**config.mk**
```make
export PLATFORM = sky130hd
export DESIGN_NAME = tukey_scope_filter
export DESIGN_NICKNAME = d
export VERILOG_FILES = /design/src/rtl/tukey_pkg.sv /design/src/rtl/tukey_ctrl.sv /design/src/rtl/tukey_lane_dp.sv /design/src/rtl/tukey_scope_filter.sv
export SDC_FILE = /design/constraint.sdc
export NUM_CORES = 1
export LEC_CHECK = 0
export ABC_AREA = 1
export BUFFER_PORTS_ARGS = -buffer_cell sky130_fd_sc_hd__buf_2
export CORE_MARGIN = 2
export CORE_UTILIZATION = 61
export DETAILED_ROUTE_END_ITERATION = 8
export GPL_TIMING_DRIVEN = 0
export MAX_ROUTING_LAYER = met4
export PLACE_DENSITY_LB_ADDON = 0.15
export SETUP_SLACK_MARGIN = 0.2
export SYNTH_ARGS = -nofsm -noshare
export SYNTH_HDL_FRONTEND = slang
export SYNTH_HIERARCHICAL = 1
export SYNTH_SLANG_ARGS = --single-unit
export TNS_END_PERCENT = 50
```
**constraint.sdc**
```tcl
create_clock -name clk -period 9.3 [get_ports clk]
set_input_delay 1.86 -clock clk [delete_from_list [all_inputs] [get_ports clk]]
set_output_delay 1.86 -clock clk [all_outputs]
set_load 0.01 [all_outputs]
```
**src/rtl/tukey_pkg.sv**
```systemverilog
package tukey_pkg;

  // Fixed tapered window: ramp length, total length and arithmetic widths.
  localparam int TAPS     = 45;
  localparam int RAMP     = 13;
  localparam int WEIGHT_W = 6;
  localparam int SUM_W    = 10;

  // Strobes the lane control hands to one lane datapath.
  typedef struct packed {
    logic shiftEn;   // accept bitIn into the history this clock
    logic grpLoad;   // capture the partial (group) sums
    logic sumLoad;   // capture the final window sum
  } laneStrobe_t;

  // Weight of the k-th tap counted from either end of the ramp.
  function automatic logic [WEIGHT_W-1:0] rampWeight(input int k);
    logic [WEIGHT_W-1:0] w;
    case (k)
      0:  w = 6'd1;
      1:  w = 6'd3;
      2:  w = 6'd5;
      3:  w = 6'd7;
      4:  w = 6'd10;
      5:  w = 6'd13;
      6:  w = 6'd16;
      7:  w = 6'd19;
      8:  w = 6'd22;
      9:  w = 6'd25;
      10: w = 6'd27;
      11: w = 6'd29;
      12: w = 6'd31;
      default: w = 6'd32;
    endcase
    return w;
  endfunction

  // Weight of history tap idx (tap 0 is the newest bit); symmetric window.
  function automatic logic [WEIGHT_W-1:0] tapWeight(input int idx);
    int fromEdge;
    logic [WEIGHT_W-1:0] w;
    fromEdge = (idx < TAPS - 1 - idx) ? idx : TAPS - 1 - idx;
    if (fromEdge < RAMP)       w = rampWeight(fromEdge);
    else if (idx == TAPS / 2)  w = 6'd31;   // centre tap trimmed so the total is 1023
    else                       w = 6'd32;
    return w;
  endfunction

endpackage

```
**src/rtl/tukey_ctrl.sv**
```systemverilog
module tukey_ctrl
  import tukey_pkg::*;
#(
  parameter int LANES = 4
) (
  input  logic                          clk,
  input  logic                          rst,
  input  logic [LANES-1:0]              bitValid,
  output laneStrobe_t [LANES-1:0]       strobes,
  output logic [LANES-1:0]              sampleValid
);

  // Per-lane qualifier pipeline, one flop per datapath stage.
  logic [LANES-1:0] validHist;
  logic [LANES-1:0] validGrp;
  logic [LANES-1:0] validSum;

  always_ff @(posedge clk) begin
    if (rst) begin
      validHist <= '0;
      validGrp  <= '0;
      validSum  <= '0;
    end else begin
      validHist <= bitValid;
      validGrp  <= validHist;
      validSum  <= validGrp;
    end
  end

  for (genvar l = 0; l < LANES; l++) begin : g_strobe
    always_comb begin
      strobes[l].shiftEn = bitValid[l];
      strobes[l].grpLoad = validHist[l];
      strobes[l].sumLoad = validGrp[l];
    end
  end

  assign sampleValid = validSum;

endmodule

```
**src/rtl/tukey_lane_dp.sv**
```systemverilog
module tukey_lane_dp
  import tukey_pkg::*;
#(
  parameter int GROUP_SIZE = 8,
  parameter int OUT_W      = 8,
  parameter int SHIFT      = 2
) (
  input  logic             clk,
  input  logic             rst,
  input  logic             bitIn,
  input  laneStrobe_t      strobe,
  output logic [OUT_W-1:0] sampleOut
);

  localparam int NGRP = (TAPS + GROUP_SIZE - 1) / GROUP_SIZE;

  logic [TAPS-1:0]  histQ;
  logic [SUM_W-1:0] grpNext [NGRP];
  logic [SUM_W-1:0] grpQ    [NGRP];
  logic [SUM_W-1:0] sumNext;
  logic [OUT_W-1:0] sampleQ;

  // History: newest bit enters at tap 0.
  always_ff @(posedge clk) begin
    if (rst)                 histQ <= '0;
    else if (strobe.shiftEn) histQ <= {histQ[TAPS-2:0], bitIn};
  end

  // Stage 1: fixed-weight partial sums over groups of taps.
  for (genvar g = 0; g < NGRP; g++) begin : g_group
    always_comb begin
      grpNext[g] = '0;
      for (int j = 0; j < GROUP_SIZE; j++) begin
        if (g * GROUP_SIZE + j < TAPS) begin
          if (histQ[g * GROUP_SIZE + j])
            grpNext[g] = grpNext[g] + SUM_W'(tapWeight(g * GROUP_SIZE + j));
        end
      end
    end

    always_ff @(posedge clk) begin
      if (rst)                 grpQ[g] <= '0;
      else if (strobe.grpLoad) grpQ[g] <= grpNext[g];
    end
  end

  // Stage 2: total of the group sums, scaled to the output field.
  always_comb begin
    sumNext = '0;
    for (int g = 0; g < NGRP; g++) sumNext = sumNext + grpQ[g];
  end

  always_ff @(posedge clk) begin
    if (rst)                 sampleQ <= '0;
    else if (strobe.sumLoad) sampleQ <= OUT_W'(sumNext >> SHIFT);
  end

  assign sampleOut = sampleQ;

endmodule

```
**src/rtl/tukey_scope_filter.sv**
```systemverilog
module tukey_scope_filter
  import tukey_pkg::*;
#(
  parameter int LANES      = 4,
  parameter int GROUP_SIZE = 8,
  parameter int OUT_W      = 8,
  parameter int SHIFT      = 2
) (
  input  logic                   clk,
  input  logic                   rst,
  input  logic [LANES-1:0]       bitIn,
  input  logic [LANES-1:0]       bitValid,
  output logic [LANES*OUT_W-1:0] sampleOut,
  output logic [LANES-1:0]       sampleValid
);

  laneStrobe_t [LANES-1:0] strobes;

  tukey_ctrl #(.LANES(LANES)) u_ctrl (
    .clk         (clk),
    .rst         (rst),
    .bitValid    (bitValid),
    .strobes     (strobes),
    .sampleValid (sampleValid)
  );

  for (genvar l = 0; l < LANES; l++) begin : g_lane
    tukey_lane_dp #(
      .GROUP_SIZE (GROUP_SIZE),
      .OUT_W      (OUT_W),
      .SHIFT      (SHIFT)
    ) u_dp (
      .clk       (clk),
      .rst       (rst),
      .bitIn     (bitIn[l]),
      .strobe    (strobes[l]),
      .sampleOut (sampleOut[l*OUT_W +: OUT_W])
    );
  end

endmodule

```
==> results of run 1 <==
state kept, by name (all words and copies together), names as in the netlist:
signal,cells
u_ctrl/sampleValid,4
g_lane.u_dp/histQ,180
u_ctrl/validHist,4
u_ctrl/validGrp,4
g_lane.u_dp/grpQ,192
g_lane.u_dp/sampleOut,32
worst max-delay path, cell delays in order (launching register included):
cell	delay (ps)
dfxtp_1	420
inv_1	90
ha_1	360
nor2_2	170
nor2_1	70
ha_1	290
o21ai_1	270
ha_1	240
inv_1	60
nor2_1	90
nand3_1	120
nand2_1	90
nand2_1	60
nand2_1	50
inv_1	40
ha_1	280
nand2_1	80
nand2_1	80
ha_1	280
or2_2	280
nand2_1	120
inv_1	60
ha_1	270
o21ai_0	130
a21oi_1	70
power groups by stage:
stage,Sequential [W],Clock [W],Combinational (W)
after detailed placement,0.00218,0,0.00191
final,0.00214,0.00199,0.00191
after global placement,0.00218,0,0.00184
after global routing,0.00216,0.00210,0.00221
after floorplan,0.00216,0,0.00150
after CTS,0.00214,0.00203,0.00193
per-stage QoR:
step           cell area [um^2]  std cells  total power [W]
6_report                  34520       4974         0.006049
5_1_grt                   34520       4974         0.006469
4_1_cts                   34520       4974         0.006100
3_5_place_dp              32850       4886         0.004089
3_3_place_gp              32750       4882         0.004015
2_1_floorplan             31680       4157         0.003653
final timing paths:
kind,endpoint,from,cells after the start
hold / removal,u_ctrl/validGrp[2]$_SDFF_PP0_,u_ctrl/validHist[2]$_SDFF_PP0_,2
hold reg to reg,u_ctrl/validGrp[2]$_SDFF_PP0_,u_ctrl/validHist[2]$_SDFF_PP0_,2
setup / recovery,g_lane[3].u_dp/grpQ[1][6]$_SDFFCE_PN0P_,g_lane[3].u_dp/histQ[8]$_SDFFE_PP0P_,24
setup reg to reg,g_lane[3].u_dp/grpQ[1][6]$_SDFFCE_PN0P_,g_lane[3].u_dp/histQ[8]$_SDFFE_PP0P_,24
kinds of logic after synthesis:
logic type	after synthesis	share of synthesized area, %
muxes	1	0.03163
buffers and inverters	757	9.224
DFF	416	32.39
AOI/OAI and AO/OA	798	13.43
other	4	0.04743
xor gates and xnor gates	143	4.242
and+or+nand+nor	1666	23.39
adders and majority gates	364	17.24
placed cells by master, fill, tap and decap left out, types with 120 or more instances in the layout:
cell | synthesis | routed
nand2_1 | 819 | 815
inv_1 | 621 | 621
a21oi_1 | 347 | 347
o21ai_0 | 339 | 339
nor2_1 | 336 | 336
nand3_1 | 257 | 257
ha_1 | 244 | 244
dfxtp_1 | 224 | 224
edfxtp_1 | 192 | 192
fa_1 | 120 | 120
metal layers:
metal / up-vias / track usage, % / part of all wire [%]
li1: 13710 / - / -
met1: 11930 / 34.96 / 48
met2: 393 / 42.24 / 46
met3: 76 / 2.652 / 4.1
met4: 0 / 5.529 / 1.7
met5: - / - / 0
area by class of cell:
type | count | area [um^2] | area share [%]
multi-input combinational | 2984 | 18520 | 53.65
sequential | 416 | 10250 | 29.69
inverter | 648 | 2435 | 7.054
clock buffer | 64 | 1363 | 3.947
tap | 680 | 850.8 | 2.465
buffer | 109 | 484.2 | 1.403
timing repair buffer | 49 | 312.8 | 0.9062
clock inverter | 24 | 305.3 | 0.8844
==> run summary, run 1 <==
Status: complete, no violations
Final setup vio count: 0
Die height: 231.8 um
DIE AREA: 53720 um^2
Worst hold path type: register to register
Clk network pwr share: 33.0%
Crit share post-route: 46.95%
Final core area utilization: 67.28%
Bufs on Longest Clock Path: 3
Diode count: 0
Pwr per Cell Area: 175.2 nW/um^2
Slew margin rel.: 29.96%
LEAKAGE: 16.38 nW
Startpoint Class: register
Largest area contributor in the netlist: edfxtp_1
# Post-CTS Setup Buffers: 0
EDFF count, synth: 192
Top area cells in the synthesized netlist: edfxtp_1 (18%), dfxtp_1 (14%), nand2_1 (9.7%), ha_1 (9.6%), fa_1 (7.6%)
Crit path arrival time: 4690 ps
NetSw: 0.002061 W
Ports: 46
Sw Ratio: 34.07%
CP Capture Type: register
GPL Wtd Cong: 0.8663
Internal Power: 0.003988 W
Fin. max-slew vios: 0
Routed vias/inst: 5.249
Final hold slack: 424.3 ps
Share of layout cells above drive strength 1: 8.011%
Register area share after synthesis: 32.39%
CTS Root Cell: clkbuf_16
Drt wl/cell: 13.47 um
CTS tree: yes
Final min period: 4366 ps
TritonCTS buffer count: 48
Synth Flop Type: dfxtp_1
Hold-fix buffers, CTS: 0
Setup_tns: 0 ps
Port-buffer cells: 45
DP HPWL: 51050 um
Placeable Area: 51300 um^2
Crit Path Max Fanout: 5
Ys async rst share: 0%
Fill count: 4368
Clock-pin slew on the worst setup and hold paths: 60 ps
Syn_area_per_cell: 7.628 um^2
Slew @ Worst Pin: 1051 ps
Reg2reg setup slack: 4930 ps
Critical path class: register to register
Drt initial violations: 1557
Post-place setup slack: 4556 ps
# resized after CTS: 0
Comb pwr share: 31.6%
Seq pwr share: 35.4%
Nets@finish: 4630
DRT Wirelength: 67020 um
Post-synthesis cell type count: 63
Chip width: 231.8 um
Htree depth: 2
RSZ-0062 raised after global routing: false
Number of synthesized register bits: 416
Final hold vios: 0
Count leader, synth: nand2_1
# DRC: 0
Detail Route Antenna Nets: 0
Layout Area Growth over Synthesis: 9.074%
Synthesis warning total: 6
WP data required: 9620 ps
Worst-Skew Late Latency: 570 ps
Overflow after GRT: 0
Total GRT Usage: 25.84%
Netlist Area Pre-Place: 31650 um^2
MaxCap Viol Count: 0
Post-synth top cells: nand2_1 (819), inv_1 (621), a21oi_1 (347), o21ai_0 (339), nor2_1 (336)
First-pass GRT wire length: 112100 um
Sink Count: 416
Final worst setup slack: 4934 ps
Number of global-route vias before repair: 23800
Yosys top cell area share: 18.22%
Initial Utilization: 61.69%
Fmax achieved: 229.0 MHz
Via count: 26110
Antenna violations before repair: 0
Worst VDD drop: 128.6 uV
Largest net degree at the start of global routing: 42
Clock Skew: 7.998 ps
Post-Synthesis Cells: 4149
Row Count: 83
First drt pass iteration count: 5
Power figures use the tool's default switching activity.
==> run 2: changes to the inputs <==
CORE_UTILIZATION = 59   (was 61)
clock period = 3.7 ns   (was 9.3 ns; I/O delays follow)
==> run 2 against run 1 <==
Against the previous run:
- the run now ends with setup timing left
- wire length is 14% higher
- cell count grew 4.1%
- cell area rose by 11%
- clock power grew 150%
- via count up 6.7%
- combinational power increased to 3.3 times the previous value
- hold slack worse by 19 ps
- die area increased by 3.3%
- register-to-register slack worse by 4900 ps
==> run summary, run 2 (synthesized netlist as in run 1, its figures left out) <==
Crit share post-route: 100.2%
Reg area: 10320 um^2
Chip width: 235.6 um
First-pass GRT wire length: 119800 um
CTS Root Cell: clkbuf_16
Crit Path Max Fanout: 2
Worst path max stage delay: 350 ps
Port-buffer cells: 45
Final hold vios: 0
LEAKAGE: 17.59 nW
Placeable Area: 52760 um^2
DIE AREA: 55510 um^2
TritonCTS buffer count: 48
Number of global-route vias before repair: 25390
Worst-Skew Late Latency: 590 ps
CP Capture Type: register
MaxCap Viol Count: 0
RSZ-0062 raised after global routing: true
Failing checks: setup timing
Via count: 27860
DP HPWL: 51340 um
Startpoint Class: register
Htree depth: 2
Drt initial violations: 1647
Layout Area Growth over Synthesis: 20.98%
Reg2reg end: g_lane[0].u_dp/grpQ[3][9]$_SDFFCE_PN0P_
Crit path arrival time: 4140 ps
Final worst setup slack: -8.975 ps
Nets@finish: 4826
Clock-pin slew on the worst setup and hold paths: 50 ps
Design Area, Final: 38290 um^2
Clock Skew: 13.72 ps
Ports: 46
Slew margin rel.: 38.11%
Overflow after GRT: 0
Slowest library cell on the worst path: dfxtp_2
DP Area: 33020 um^2
Worst VDD drop: 348.0 uV
Sink Count: 416
Multi-input gate area: 20590 um^2
Critical Path Start: g_lane[0].u_dp/histQ[25]$_SDFFE_PP0P_
DRT Wirelength: 76370 um
Fmax achieved: 269.6 MHz
Die height: 235.6 um
Slew @ Worst Pin: 924.9 ps
WP data required: 4130 ps
Critical R2R Launch: g_lane[0].u_dp/histQ[25]$_SDFFE_PP0P_
Post-place setup slack: -344.2 ps
Share of layout cells above drive strength 1: 21.68%
Hold-fix buffers, CTS: 0
Drt wl/cell: 14.75 um
Final setup vio count: 1
Antenna violations before repair: 0
Row Count: 84
FF-to-FF path depth: 25
First drt pass iteration count: 5
Worst hold path type: input port to register
Most frequent cells in the layout: nand2_1 (712), inv_1 (554), a21oi_1 (315)
Hold path startpoint: bitValid[0]
Largest net degree at the start of global routing: 37
GPL Wtd Cong: 0.8914
Fill count: 3999
Commonest non-fill, non-tap cell in the layout: nand2_1
Status: finished with violations
Critical path class: register to register
Hold path depth: 3
Number of flip-flops in the largest register: 192
Pwr per Cell Area: 431.9 nW/um^2
Reg2reg setup slack: -9 ps
CTS tree: yes
# DRC: 0
Diode count: 0
Final min period: 3709 ps
Largest Register: g_lane.u_dp/grpQ
Routed vias/inst: 5.381
Final core area utilization: 72.57%
Bufs on Longest Clock Path: 3
Detail Route Antenna Nets: 0
Fin. max-slew vios: 0
Hold path endpoint: u_ctrl/validHist[0]$_SDFF_PP0_
Initial Utilization: 59.98%
Total GRT Usage: 26.56%
[run 2: cell types whose count changed in the layout (fill, tap and decap cells not counted), moves of 52 or more]
cell	previous run	this run
buf_4	8	166
ha_1	244	180
ha_4	0	55
inv_1	621	554
inv_2	22	74
nand2_1	815	712
nand2_2	52	125
[run 2: where the power goes]
part	switching, W	internal (W)	leakage [nW]	total (W)
combinational	0.00359	0.00264	12.9	0.00623
clock	0.00195	0.00296	0.799	0.00491
sequential	0.000264	0.00513	3.91	0.00540
total	0.00580	0.0107	17.6	0.0165
[run 2: worst max path at each step]
| stage | end | slack, ps | depth (start not counted) |
|---|---|---|---|
| 4_1_cts | g_lane[3].u_dp/grpQ[3][9]$_SDFFCE_PN0P_ | 30 | 21 |
| 3_3_place_gp | g_lane[0].u_dp/grpQ[4][8]$_SDFFCE_PN0P_ | -610 | 5 |
| 5_1_grt | g_lane[0].u_dp/grpQ[3][9]$_SDFFCE_PN0P_ | -110 | 24 |
| 3_5_place_dp | g_lane[0].u_dp/grpQ[3][9]$_SDFFCE_PN0P_ | -340 | 25 |
| 2_1_floorplan | g_lane[3].u_dp/grpQ[1][6]$_SDFFCE_PN0P_ | 160 | 24 |
| 6_report | g_lane[0].u_dp/grpQ[3][9]$_SDFFCE_PN0P_ | -9 | 25 |
[run 2: repair_timing]
item	CTS	global route
cloned	0	0
resized for setup	186	397
setup endpoints to repair	58	83
pin swaps	148	229
setup buffers	128	68
[run 2: area by class of cell]
class | instances | share of cell area (%)
Multi-Input combinational cell | 2984 | 53.78
Sequential cell | 416 | 26.97
Inverter | 648 | 6.464
Timing Repair Buffer | 245 | 5.052
Clock buffer | 73 | 3.784
Tap cell | 688 | 2.248
Buffer | 109 | 1.265
Clock inverter | 14 | 0.4379
[run 2: through the flow]
| stage | setup TNS, ps | power (W) | std cells | hold slack, ps |
|---|---|---|---|---|
| 2_1_floorplan | 0 | 0.009219 | 4157 | 403.0 |
| 3_3_place_gp | -74640 | 0.01012 | 4890 | 411.1 |
| 3_5_place_dp | -3681 | 0.01027 | 4894 | 416.7 |
| 4_1_cts | 0 | 0.01577 | 5109 | 369.1 |
| 5_1_grt | -439.2 | 0.01762 | 5177 | 399.6 |
| 6_report | -8.975 | 0.01654 | 5177 | 405.5 |
[run 2: worst max-delay path, delay by kind of cell, from the launching register on]
kind / cells / cell delay (ps)
adders and majority gates: 6 / 1470
and+or+nand+nor: 9 / 750
AOI/OAI and AO/OA: 3 / 480
buffers and inverters: 6 / 340
DFF: 1 / 350
xor gates and xnor gates: 1 / 150
[run 2: metal layers]
metal / routed length, um / vias to the layer above / GRT usage, %
met2: 37310 / 577 / 44.32
met1: 33600 / 13000 / 34.43
met4: 2186 / 0 / 7.219
li1: - / 14110 / -
met5: 0 / - / -
met3: 3266 / 170 / 2.920
